### src/rtl/sys_csr_pkg.sv
package sys_csr_pkg;
    localparam int DATA_W   = 16;
    localparam int LED_W    = 4;
    localparam int LED_LSB  = 12;
    localparam int CMP_N    = 3;
    localparam int B_TXDIS  = 3;
    localparam int B_VINT   = 4;
    localparam int B_MERR   = 5;
    localparam int B_CURS   = 7;
    localparam int B_PARD   = 8;
    localparam int B_STAT   = 9;
    localparam int B_JUMP   = 10;
    localparam int EVT_N    = 2;
    localparam logic [1:0] SZ_HALF = 2'b01;

    typedef struct packed {
        logic [LED_W-1:0] led;
        logic             txdis;
        logic             pardis;
        logic             stat;
    } ctl_t;
endpackage

### src/rtl/csr_sticky_flag.sv
module csr_sticky_flag (
    input  logic clk,
    input  logic rst_n,
    input  logic set_i,
    input  logic clr_i,
    output logic flag_o
);
    always_ff @(posedge clk or negedge rst_n) begin
        if (!rst_n)
            flag_o <= 1'b0;
        else if (set_i)
            flag_o <= 1'b1;
        else if (clr_i)
            flag_o <= 1'b0;
    end

    assert_set_wins_R7: assert property (@(posedge clk) disable iff (!rst_n)
        set_i |=> flag_o);
    assert_w1c_R6: assert property (@(posedge clk) disable iff (!rst_n)
        (clr_i && !set_i) |=> !flag_o);
    assert_sticky_hold_R4: assert property (@(posedge clk) disable iff (!rst_n)
        (!set_i && !clr_i) |=> $stable(flag_o));
endmodule

### src/rtl/csr_cmp_sampler.sv
module csr_cmp_sampler #(
    parameter int N = 3
) (
    input  logic         clk,
    input  logic         rst_n,
    input  logic         en_i,
    input  logic [N-1:0] d_i,
    output logic [N-1:0] q_o
);
    for (genvar i = 0; i < N; i++) begin : g_bit
        always_ff @(posedge clk or negedge rst_n) begin
            if (!rst_n)
                q_o[i] <= 1'b0;
            else if (en_i)
                q_o[i] <= d_i[i];
        end
    end

    assert_gate_hold_R9: assert property (@(posedge clk) disable iff (!rst_n)
        !en_i |=> $stable(q_o));
    assert_gate_load_R9: assert property (@(posedge clk) disable iff (!rst_n)
        en_i |=> (q_o == $past(d_i)));
endmodule

### src/rtl/sys_csr.sv
module sys_csr
    import sys_csr_pkg::*;
(
    input  logic              clk,
    input  logic              rst_n,
    input  logic              bus_sel,
    input  logic              bus_wr,
    input  logic [1:0]        bus_size,
    input  logic [DATA_W-1:0] bus_wdata,
    output logic [DATA_W-1:0] bus_rdata,
    output logic              bus_rvalid,
    input  logic              cmp_r_gt_b,
    input  logic              cmp_r_gt_g,
    input  logic              cmp_b_gt_g,
    input  logic              area1_hit,
    input  logic              area2_hit,
    input  logic              wr_timeout,
    input  logic              jumper_in,
    input  logic              cursor_test_in,
    output logic [LED_W-1:0]  led_ctl,
    output logic              serial_tx_disable,
    output logic              parity_check_disable,
    output logic              selftest_pin,
    output logic              irq_lvl1
);
    localparam int EVT_VINT = 0;
    localparam int EVT_MERR = 1;

    logic              half_ok;
    logic              wr_take;
    logic              rd_take;
    ctl_t              ctl_q;
    logic [CMP_N-1:0]  cmp_q;
    logic [EVT_N-1:0]  evt_set;
    logic [EVT_N-1:0]  evt_clr;
    logic [EVT_N-1:0]  evt_q;
    logic [DATA_W-1:0] status_view;

    assign half_ok = (bus_size == SZ_HALF);
    assign wr_take = bus_sel &&  bus_wr && half_ok;
    assign rd_take = bus_sel && !bus_wr && half_ok;

    // Control view: cleared at reset, loaded by accepted writes
    always_ff @(posedge clk or negedge rst_n) begin
        if (!rst_n) begin
            ctl_q <= '0;
        end else if (wr_take) begin
            ctl_q.led    <= bus_wdata[LED_LSB +: LED_W];
            ctl_q.txdis  <= bus_wdata[B_TXDIS];
            ctl_q.pardis <= bus_wdata[B_PARD];
            ctl_q.stat   <= bus_wdata[B_STAT];
        end
    end

    // Sticky events, one flag per source
    assign evt_set[EVT_VINT] = area2_hit;
    assign evt_set[EVT_MERR] = wr_timeout;
    assign evt_clr[EVT_VINT] = wr_take && bus_wdata[B_VINT];
    assign evt_clr[EVT_MERR] = wr_take && bus_wdata[B_MERR];

    for (genvar e = 0; e < EVT_N; e++) begin : g_evt
        csr_sticky_flag u_flag (
            .clk    (clk),
            .rst_n  (rst_n),
            .set_i  (evt_set[e]),
            .clr_i  (evt_clr[e]),
            .flag_o (evt_q[e])
        );
    end

    csr_cmp_sampler #(.N(CMP_N)) u_cmp (
        .clk   (clk),
        .rst_n (rst_n),
        .en_i  (area1_hit),
        .d_i   ({cmp_b_gt_g, cmp_r_gt_g, cmp_r_gt_b}),
        .q_o   (cmp_q)
    );

    always_comb begin
        status_view               = '0;
        status_view[CMP_N-1:0]    = cmp_q;
        status_view[B_TXDIS]      = ctl_q.txdis;
        status_view[B_VINT]       = evt_q[EVT_VINT];
        status_view[B_MERR]       = evt_q[EVT_MERR];
        status_view[B_CURS]       = cursor_test_in;
        status_view[B_PARD]       = ctl_q.pardis;
        status_view[B_STAT]       = ctl_q.stat;
        status_view[B_JUMP]       = jumper_in;
    end

    always_ff @(posedge clk or negedge rst_n) begin
        if (!rst_n) begin
            bus_rdata  <= '0;
            bus_rvalid <= 1'b0;
        end else begin
            bus_rvalid <= rd_take;
            bus_rdata  <= rd_take ? status_view : '0;
        end
    end

    assign led_ctl              = ctl_q.led;
    assign serial_tx_disable    = ctl_q.txdis;
    assign parity_check_disable = ctl_q.pardis;
    assign selftest_pin         = ctl_q.stat;
    assign irq_lvl1             = |evt_q;

    assert_irq_cause_R8: assert property (@(posedge clk) disable iff (!rst_n)
        $rose(irq_lvl1) |-> $past(area2_hit || wr_timeout));
    assert_irq_drop_R6: assert property (@(posedge clk) disable iff (!rst_n)
        $fell(irq_lvl1) |-> $past(wr_take));
    assert_size_ignore_R2: assert property (@(posedge clk) disable iff (!rst_n)
        (bus_sel && bus_wr && !half_ok) |=>
            ($stable(led_ctl) && $stable(serial_tx_disable) &&
             $stable(parity_check_disable) && $stable(selftest_pin)));
    assert_read_strobe_R3: assert property (@(posedge clk) disable iff (!rst_n)
        bus_rvalid |-> $past(rd_take));
endmodule

### config.mk
export PLATFORM = sky130hd
export DESIGN_NAME = sys_csr
export DESIGN_NICKNAME = d
export VERILOG_FILES = /design/src/rtl/sys_csr_pkg.sv /design/src/rtl/csr_sticky_flag.sv /design/src/rtl/csr_cmp_sampler.sv /design/src/rtl/sys_csr.sv
export SDC_FILE = /design/constraint.sdc
export NUM_CORES = 1
export LEC_CHECK = 0
export BUFFER_PORTS_ARGS = -buffer_cell sky130_fd_sc_hd__buf_2
export CORE_ASPECT_RATIO = 1.1
export CORE_MARGIN = 2
export CORE_UTILIZATION = 44
export DETAILED_ROUTE_END_ITERATION = 8
export PLACE_DENSITY_LB_ADDON = 0.08
export SETUP_SLACK_MARGIN = 0.2
export SLEW_MARGIN = 20
export SYNTH_ARGS = -nofsm -noshare
export SYNTH_HDL_FRONTEND = slang
export SYNTH_SLANG_ARGS = --single-unit
### constraint.sdc
create_clock -name clk -period 1.25 [get_ports clk]
set_clock_uncertainty 0.1 [all_clocks]
set_input_delay 0 -clock clk [delete_from_list [all_inputs] [get_ports clk]]
set_output_delay 0 -clock clk [all_outputs]
set_load 0.02 [all_outputs]
==> results of run 1 <==
[layout make-up]
type,instances,area share
Tap cell,28,0.0264
Multi-Input combinational cell,33,0.208
Sequential cell,23,0.434
Clock buffer,4,0.0198
Timing Repair Buffer,62,0.312
[metal layers]
layer,vias to the layer above,part of all wire,wire (µm)
met5,-,0,0
met4,0,0.0049,8
met3,2,0.065,107
met2,24,0.55,895
met1,303,0.38,623
li1,309,-,-
[sequential cells by signal, indices dropped and copies added (netlist names)]
signal	count
parity_check_disable	1
serial_tx_disable	1
led_ctl	4
g_evt.u_flag.flag_o	2
bus_rvalid	1
bus_rdata	10
u_cmp.q_o	3
selftest_pin	1
[cell usage in the layout, fill, tap and decap left out]
master         count
buf_2             40
dfrtp_1           23
dlygate4sd3_1     18
and2_1            10
mux2_2            10
conb_1             6
clkbuf_4           3
buf_4              3
nand2b_1           2
o22a_2             2
and4bb_1           1
or2_4              1
nand4b_4           1
clkbuf_1           1
buf_6              1
[cells by family after synthesis]
| logic type | count (synthesis) | synth area share |
|---|---|---|
| and+or+nand+nor | 15 | 0.133 |
| DFF | 23 | 0.652 |
| buffers and inverters | 7 | 0.0596 |
| muxes | 10 | 0.128 |
| AOI/OAI and AO/OA | 2 | 0.0227 |
| other | 1 | 0.00425 |
[power by group]
part / switching [mW] / internal (mW) / total (mW)
logic: 0.168 / 0.158 / 0.326
registers: 0.0332 / 0.812 / 0.845
clock network: 0.201 / 0.124 / 0.325
total: 0.401 / 1.09 / 1.50
[cells in the mapped netlist]
library cell / instances
buf_4: 7
nand2b_1: 2
or2_2: 1
mux2_2: 10
nand4b_4: 1
and4bb_1: 1
o22a_2: 2
dfrtp_1: 23
and2_1: 10
conb_1: 1
[per-stage QoR]
stage,cells,util,power (mW),setup slack [ns]
finish,150,0.678,1.50,0.0848
global route,150,0.678,1.56,0.0564
CTS,149,0.674,1.52,0.0681
detailed placement,125,0.556,1.14,0.318
global placement,125,0.556,1.13,0.336
floorplan,63,-,1.03,0.314
[final timing paths]
kind	start	to	cells past startpoint
max	g_evt[1].u_flag.flag_o$_DFFE_PN0P_	irq_lvl1	2
min	bus_size[1]	bus_rvalid$_DFF_PN0_	2
max reg2reg	g_evt[1].u_flag.flag_o$_DFFE_PN0P_	g_evt[1].u_flag.flag_o$_DFFE_PN0P_	3
min reg2reg	u_cmp.q_o[2]$_DFFE_PN0P_	bus_rdata[2]$_DFF_PN0_	1
max in group asynchronous	rst_n	bus_rdata[8]$_DFF_PN0_	2
min in group asynchronous	rst_n	u_cmp.q_o[0]$_DFFE_PN0P_	2
[worst reg2reg max path, delay by kind of cell (launching register included)]
family                 cells  cell delay [ns]
flip-flops                 1             0.40
buffers and inverters      2             0.25
AO/OA/AOI/OAI              1             0.22
[what timing repair did]
item | CTS | global route
pin swaps | 0 | 0
setup buffers | 2 | 1
hold endpoints to repair | 37 | 0
gates resized for setup | 3 | 0
setup endpoints to repair | 1 | 1
hold buffers | 18 | 0
==> out/metrics.yaml, run 1 <==
status:
  status: "completed"
setup_path:
  critical_path.endpoint_type: "primary output"
  start_kind: "flip-flop"
  cpLargestDelayFamily: "flip-flops"
  cpPeakStageDelay_ns: 0.40
  rrSetupSlack_ns: 0.19
  slowest_stage: "dfrtp_1"
  cp.required_ns: 1.15
  path_max_fanout: 2
  path_buf_inv: 1
  critPathKind: "flip-flop to primary output"
  arrival_ns: 1.07
  path_cells: "or2_4 > buf_6"
placed_design:
  io_buffers: 41
  dp_hpwl_mm: 1.12
  placed_area_mm2: 0.00109
  finalWeightedCongestion: 0.658
routing:
  drtIter0Drc: 0
  via_count: 638
  drc_errors: 0
  routedWlPerCell_um: 10.9
  drt_wl_total_mm: 1.63
  viasPerCell: 4.25
  ant_nets: 0
  first_pass_iters: 1
cells_and_area:
  nets: 153
  diodes: 0
  multi_input_area_um2: 275
  fillers: 159
  area_delta_synth_final_pct: 50.4
  drive_gt1_frac: 0.500
  seqCellArea_um2: 576
  fin_area_mm2: 0.00133
min_path:
  min_path_type: "primary input to flip-flop"
synth:
  syn_area_per_cell_um2: 15.2
  ys_seq_area_frac: 0.652
  synth_top_area_frac: 0.652
  synth_area_leaders: "dfrtp_1 (65%), mux2_2 (13%), and2_1 (7.1%)"
  ys_types: 10
  yosys.area.top_type: "dfrtp_1"
  syn_inst: 58
  synth.cell_area_um2: 882
  ys_warn_count: 0
  synth-seq-cells: 23
global_route:
  use_met2: 0.278
  grt_pass1_vias: 632
  gr-usage-met1: 0.169
  globalRouteTotalUtil: 0.155
  grt_pass1_wl_mm: 2.57
  grt_max_degree: 24
  gr-total-overflow: 0
  antenna_found_initial: 0
  top_usage_layer: "met2"
  use_met3: 0.0318
pwr:
  powerDensity_mw_per_mm2: 1130
  power_leakage_nw: 0.697
  peakVddDrop_mv: 0.794
die:
  fp-row-count: 17
  ioPinCount: 55
  initial_core_util: 0.451
  die_h_um: 51.0
  die-area_mm2: 0.00238
  die_w_um: 46.7
  core_mm2: 0.00196
cts:
  root_buffer: "clkbuf_4"
  cts_inserted_buffers: 3
  clk_pin_slew_ns: 0.12
  cts_tree: "yes"
  clockBufferDepth: 2
  clock_latency_ns: 0.30
  clkSinkCount: 23
  htreeDepth: 1
timing:
  final_hold_viol_count: 0
  setup_viol: 0
  rsz0062_at_grt: "yes"
  setup_tns_ns: 0
  fmax_mhz: 858
  finalCritPeriodShare: 0.932
  fin_crit_ns: 1.17
  whs_ns: 0.0580
  slew_viol_final: 0
job:
  drv_cap: 0
Power figures use the tool's default switching activity.
==> run 2: changes to the inputs <==
--- a/config.mk
+++ b/config.mk
@@ -11,6 +11,7 @@
 export CORE_UTILIZATION = 44
 export DETAILED_ROUTE_END_ITERATION = 8
 export PLACE_DENSITY_LB_ADDON = 0.08
+export REMOVE_ABC_BUFFERS = 1
 export SETUP_SLACK_MARGIN = 0.2
 export SLEW_MARGIN = 20
 export SYNTH_ARGS = -nofsm -noshare
==> out/metrics.yaml, run 2 (synthesis results as in run 1) <==
cts:
  root_buffer: "clkbuf_4"  # unchanged
  clockBufferDepth: 2  # unchanged
  clock_latency_ns: 0.31  # was 0.30 ns
  cts_tree: "yes"  # unchanged
  clkSinkCount: 23  # unchanged
  htreeDepth: 1  # unchanged
  clk_pin_slew_ns: 0.12  # about the same
  cts_inserted_buffers: 3  # unchanged
timing:
  setup_viol: 0  # unchanged
  final_hold_viol_count: 0  # unchanged
  fmax_mhz: 844  # was 858 MHz
  finalCritPeriodShare: 0.948  # was 0.932
  whs_ns: 0.0412  # was 0.0580 ns
  fin_ws_ns: 0.0648  # was 0.0848 ns
  fin_crit_ns: 1.19  # was 1.17 ns
  slew_viol_final: 0  # unchanged
  setup_tns_ns: 0  # unchanged
  rsz0062_at_grt: "yes"  # unchanged
job:
  drv_cap: 0  # unchanged
setup_path:
  critPathKind: "flip-flop to primary output"  # unchanged
  arrival_ns: 1.09  # was 1.07 ns
  path_cells: "or2_4 > buf_6"  # unchanged
  start_kind: "flip-flop"  # unchanged
  path_max_fanout: 2  # unchanged
  critical_path.endpoint_type: "primary output"  # unchanged
  cpPeakStageDelay_ns: 0.40  # about the same
  path_buf_inv: 1  # unchanged
  cp.required_ns: 1.15  # about the same
  cpLargestDelayFamily: "flip-flops"  # unchanged
  rrSetupSlack_ns: 0.19  # about the same
  slowest_stage: "dfrtp_1"  # unchanged
pwr:
  powerDensity_mw_per_mm2: 1130  # about the same
  peakVddDrop_mv: 0.757  # was 0.794 mV
  power_leakage_nw: 0.700  # was 0.697 nW
  combPwrFrac: 0.215  # was 0.218
  seqPwrFrac: 0.563  # was 0.565
  switching_share: 0.273  # was 0.268
  switching_power_mw: 0.410  # was 0.401 mW
  power.internal_mw: 1.09  # about the same
  pwr-share-clk: 0.222  # was 0.217
  power.total_mw: 1.50  # about the same
cells_and_area:
  layout_common_cells: "buf_2 (40), dfrtp_1 (23), dlygate4sd3_1 (18), and2_1 (10), mux2_2 (10)"  # unchanged
  largest_reg_flops: 10  # unchanged
  fin_cells: 150  # unchanged
  top_register: "bus_rdata"  # unchanged
  area_delta_synth_final_pct: 50.5  # was 50.4%
  drive_gt1_frac: 0.508  # was 0.500
  final_util: 0.678  # about the same
  nets: 153  # unchanged
  fillers: 160  # was 159
  diodes: 0  # unchanged
  fin_area_mm2: 0.00133  # about the same
  mostFrequentLayoutCell: "buf_2"  # unchanged
die:
  die_w_um: 46.7  # unchanged
  core_mm2: 0.00196  # unchanged
  fp-row-count: 17  # unchanged
  initial_core_util: 0.451  # unchanged
  die-area_mm2: 0.00238  # unchanged
  die_h_um: 51.0  # unchanged
  ioPinCount: 55  # unchanged
placed_design:
  preCtsSetupSlack_ns: 0.327  # was 0.318 ns
  finalWeightedCongestion: 0.605  # was 0.658
  io_buffers: 41  # unchanged
  placed_area_mm2: 0.00109  # unchanged
  dp_cells: 125  # unchanged
routing:
  drc_errors: 0  # unchanged
  ant_nets: 0  # unchanged
  drtIter0Drc: 0  # unchanged
  drt_wl_total_mm: 1.47  # was 1.63 mm
  first_pass_iters: 1  # unchanged
  viasPerCell: 4.27  # was 4.25
  via_count: 641  # was 638
  routedWlPerCell_um: 9.81  # was 10.9 µm
global_route:
  use_met2: 0.231  # was 0.278
  grt_pass1_vias: 591  # was 632
  gr-usage-met1: 0.163  # was 0.169
  grt_pass1_wl_mm: 2.40  # was 2.57 mm
  globalRouteTotalUtil: 0.143  # was 0.155
  top_usage_layer: "met2"  # unchanged
  antenna_found_initial: 0  # unchanged
  gr-total-overflow: 0  # unchanged
  use_met3: 0.0318  # unchanged
  grt_max_degree: 24  # unchanged
status:
  status: "completed"  # unchanged
min_path:
  min_path_type: "primary input to flip-flop"  # unchanged
-- run 2: cell count changes in the layout (fill, tap and decap cells not counted) --
cell,delta
clkbuf_1,-1
clkinv_2,+1
-- run 2: area by class of cell --
class                   count  area [µm²]  area share
clock buffers               3        22.5      0.0170
well taps                  28        35.0      0.0264
clock inverters             1        5.00     0.00377
multi-input cells          33         275       0.207
flip-flops and latches     23         576       0.434
repair buffers             62         414       0.312
-- run 2: final timing paths --
path                                               startpoint                                 end  cells past startpoint
max                        g_evt[0].u_flag.flag_o$_DFFE_PN0P_                            irq_lvl1                      2
min                                               bus_size[0]  g_evt[0].u_flag.flag_o$_DFFE_PN0P_                      3
max reg2reg                g_evt[0].u_flag.flag_o$_DFFE_PN0P_  g_evt[0].u_flag.flag_o$_DFFE_PN0P_                      3
min reg2reg                          u_cmp.q_o[2]$_DFFE_PN0P_              bus_rdata[2]$_DFF_PN0_                      1
max in group asynchronous                               rst_n              bus_rdata[2]$_DFF_PN0_                      2
min in group asynchronous                               rst_n              bus_rdata[9]$_DFF_PN0_                      2
-- run 2: metal layers --
metal  up-vias  share of wire
met4         0          0.020
met5         -              0
li1        307              -
met2        32           0.51
met3         4          0.078
met1       298           0.39
-- run 2: power groups by stage --
stage / Combinational (mW) / Sequential, mW / Clock [mW]
2_1_floorplan: 0.0857 / 0.931 / 0
3_3_place_gp: 0.275 / 0.856 / 0
3_5_place_dp: 0.282 / 0.861 / 0
4_1_cts: 0.327 / 0.846 / 0.347
5_1_grt: 0.347 / 0.855 / 0.384
6_report: 0.323 / 0.843 / 0.333
-- run 2: worst register-to-register path, cell delays in order, from the launching register on --
cell and delay (ns):
dfrtp_1 0.40, buf_4 0.13, buf_4 0.12, o22a_2 0.22
-- run 2: timing repair --
item	4_1_cts	5_1_grt
hold buffers	18	0
endpoints found under the hold margin	37	0
buffers inserted	2	1
gates resized for setup	3	0
pin swaps	1	0
endpoints found under the setup margin	1	1
==> run 3: changes to the inputs <==
--- a/config.mk
+++ b/config.mk
@@ -10,6 +10,7 @@
 export CORE_MARGIN = 2
 export CORE_UTILIZATION = 44
 export DETAILED_ROUTE_END_ITERATION = 8
+export MAX_ROUTING_LAYER = met4
 export PLACE_DENSITY_LB_ADDON = 0.08
 export REMOVE_ABC_BUFFERS = 1
 export SETUP_SLACK_MARGIN = 0.2
==> out/metrics.yaml, run 3 (synthesis results as in run 1) <==
status:
  status: "completed"  # unchanged
pwr:
  power_leakage_nw: 0.700  # unchanged
  switching_power_mw: 0.407  # was 0.410 mW
  power.internal_mw: 1.09  # about the same
  switching_share: 0.272  # was 0.273
  powerDensity_mw_per_mm2: 1130  # about the same
  peakVddDrop_mv: 0.757  # unchanged
  pwr-share-clk: 0.220  # was 0.222
  combPwrFrac: 0.216  # was 0.215
  seqPwrFrac: 0.564  # was 0.563
routing:
  routedWlPerCell_um: 9.77  # was 9.81 µm
  via_count: 645  # was 641
  viasPerCell: 4.30  # was 4.27
  drc_errors: 0  # unchanged
  drt_wl_total_mm: 1.47  # about the same
  first_pass_iters: 1  # unchanged
  ant_nets: 0  # unchanged
  drtIter0Drc: 0  # unchanged
timing:
  setup_viol: 0  # unchanged
  final_hold_viol_count: 0  # unchanged
  finalCritPeriodShare: 0.946  # was 0.948
  setup_tns_ns: 0  # unchanged
  slew_viol_final: 0  # unchanged
  fmax_mhz: 846  # was 844 MHz
  rsz0062_at_grt: "yes"  # unchanged
  fin_crit_ns: 1.18  # was 1.19 ns
  whs_ns: 0.0441  # was 0.0412 ns
cts:
  clockBufferDepth: 2  # unchanged
  root_buffer: "clkbuf_4"  # unchanged
  clk_pin_slew_ns: 0.12  # about the same
  cts_tree: "yes"  # unchanged
  cts_inserted_buffers: 3  # unchanged
  clock_latency_ns: 0.30  # was 0.31 ns
  htreeDepth: 1  # unchanged
  clkSinkCount: 23  # unchanged
global_route:
  gr-total-overflow: 0  # unchanged
  globalRouteTotalUtil: 0.147  # was 0.143
  grt_pass1_vias: 593  # was 591
  grt_max_degree: 24  # unchanged
  antenna_found_initial: 0  # unchanged
  grt_pass1_wl_mm: 2.41  # was 2.40 mm
setup_path:
  critical_path.endpoint_type: "primary output"  # unchanged
  cp.required_ns: 1.15  # about the same
  critPathKind: "flip-flop to primary output"  # unchanged
  path_max_fanout: 2  # unchanged
  arrival_ns: 1.08  # was 1.09 ns
  start_kind: "flip-flop"  # unchanged
die:
  initial_core_util: 0.451  # unchanged
  die_h_um: 51.0  # unchanged
  fp-row-count: 17  # unchanged
  core_mm2: 0.00196  # unchanged
  die_w_um: 46.7  # unchanged
  ioPinCount: 55  # unchanged
  die-area_mm2: 0.00238  # unchanged
placed_design:
  dp_cells: 125  # unchanged
  finalWeightedCongestion: 0.609  # was 0.605
  io_buffers: 41  # unchanged
  placed_area_mm2: 0.00109  # unchanged
cells_and_area:
  nets: 153  # unchanged
  top_register: "bus_rdata"  # unchanged
  layout_common_cells: "buf_2 (40), dfrtp_1 (23), dlygate4sd3_1 (18), and2_1 (10), mux2_2 (10)"  # unchanged
  area_delta_synth_final_pct: 50.5  # unchanged
  final_util: 0.678  # unchanged
  mostFrequentLayoutCell: "buf_2"  # unchanged
  drive_gt1_frac: 0.508  # unchanged
  fin_area_mm2: 0.00133  # unchanged
  diodes: 0  # unchanged
  fin_cells: 150  # unchanged
  largest_reg_flops: 10  # unchanged
job:
  drv_cap: 0  # unchanged
min_path:
  min_path_type: "primary input to flip-flop"  # unchanged
-- run 3: final timing paths --
kind | cells after the start | endpoint | startpoint | slack, ns
worst min register to register | 1 | bus_rdata[2]$_DFF_PN0_ | u_cmp.q_o[2]$_DFFE_PN0P_ | 0.39
min in group asynchronous | 2 | bus_rdata[9]$_DFF_PN0_ | rst_n | 0.07
max in group asynchronous | 2 | bus_rdata[2]$_DFF_PN0_ | rst_n | 0.66
worst max register to register | 3 | g_evt[0].u_flag.flag_o$_DFFE_PN0P_ | g_evt[0].u_flag.flag_o$_DFFE_PN0P_ | 0.19
worst max-delay path | 2 | irq_lvl1 | g_evt[0].u_flag.flag_o$_DFFE_PN0P_ | 0.07
worst min-delay path | 3 | g_evt[0].u_flag.flag_o$_DFFE_PN0P_ | bus_size[0] | 0.04
-- run 3: layer usage --
layer  GRT usage  share of wire  vias to the layer above
met3      0.0318          0.078                        4
met5           -              0                        -
met1       0.161           0.38                      302
li1            -              -                      307
met4      0.0972          0.020                        0
met2       0.234           0.52                       32
-- run 3: worst max-delay path: stages, from the launching register on --
cell and delay, ns:
dfrtp_1 0.40, or2_4 0.25, buf_6 0.13
-- run 3: layout make-up --
type / instances / area, µm²
fillers: 160 / 629
flip-flops and latches: 23 / 576
repair buffers: 62 / 414
multi-input cells: 33 / 275
well taps: 28 / 35.0
clock buffers: 3 / 22.5
clock inverters: 1 / 5.00
-- run 3: repair_timing --
action / CTS / global route
setup buffers: 2 / 1
pin swaps: 1 / 0
setup endpoints to repair: 1 / 1
resized for setup: 3 / 0
endpoints found under the hold margin: 37 / 0
hold buffers: 18 / 0
-- run 3: power by group through the flow --
| stage | sequential (mW) | combinational, mW | clock [mW] |
|---|---|---|---|
| after CTS | 0.846 | 0.327 | 0.347 |
| after global routing | 0.855 | 0.347 | 0.383 |
| final | 0.844 | 0.323 | 0.330 |
| after floorplan | 0.931 | 0.0857 | 0 |
| after global placement | 0.856 | 0.275 | 0 |
| after detailed placement | 0.861 | 0.282 | 0 |
-- run 3: metrics by stage --
step	total power [mW]	setup slack (ns)
floorplan	1.02	0.314
global placement	1.13	0.338
detailed placement	1.14	0.327
CTS	1.52	0.0544
global route	1.58	0.00762
finish	1.50	0.0681
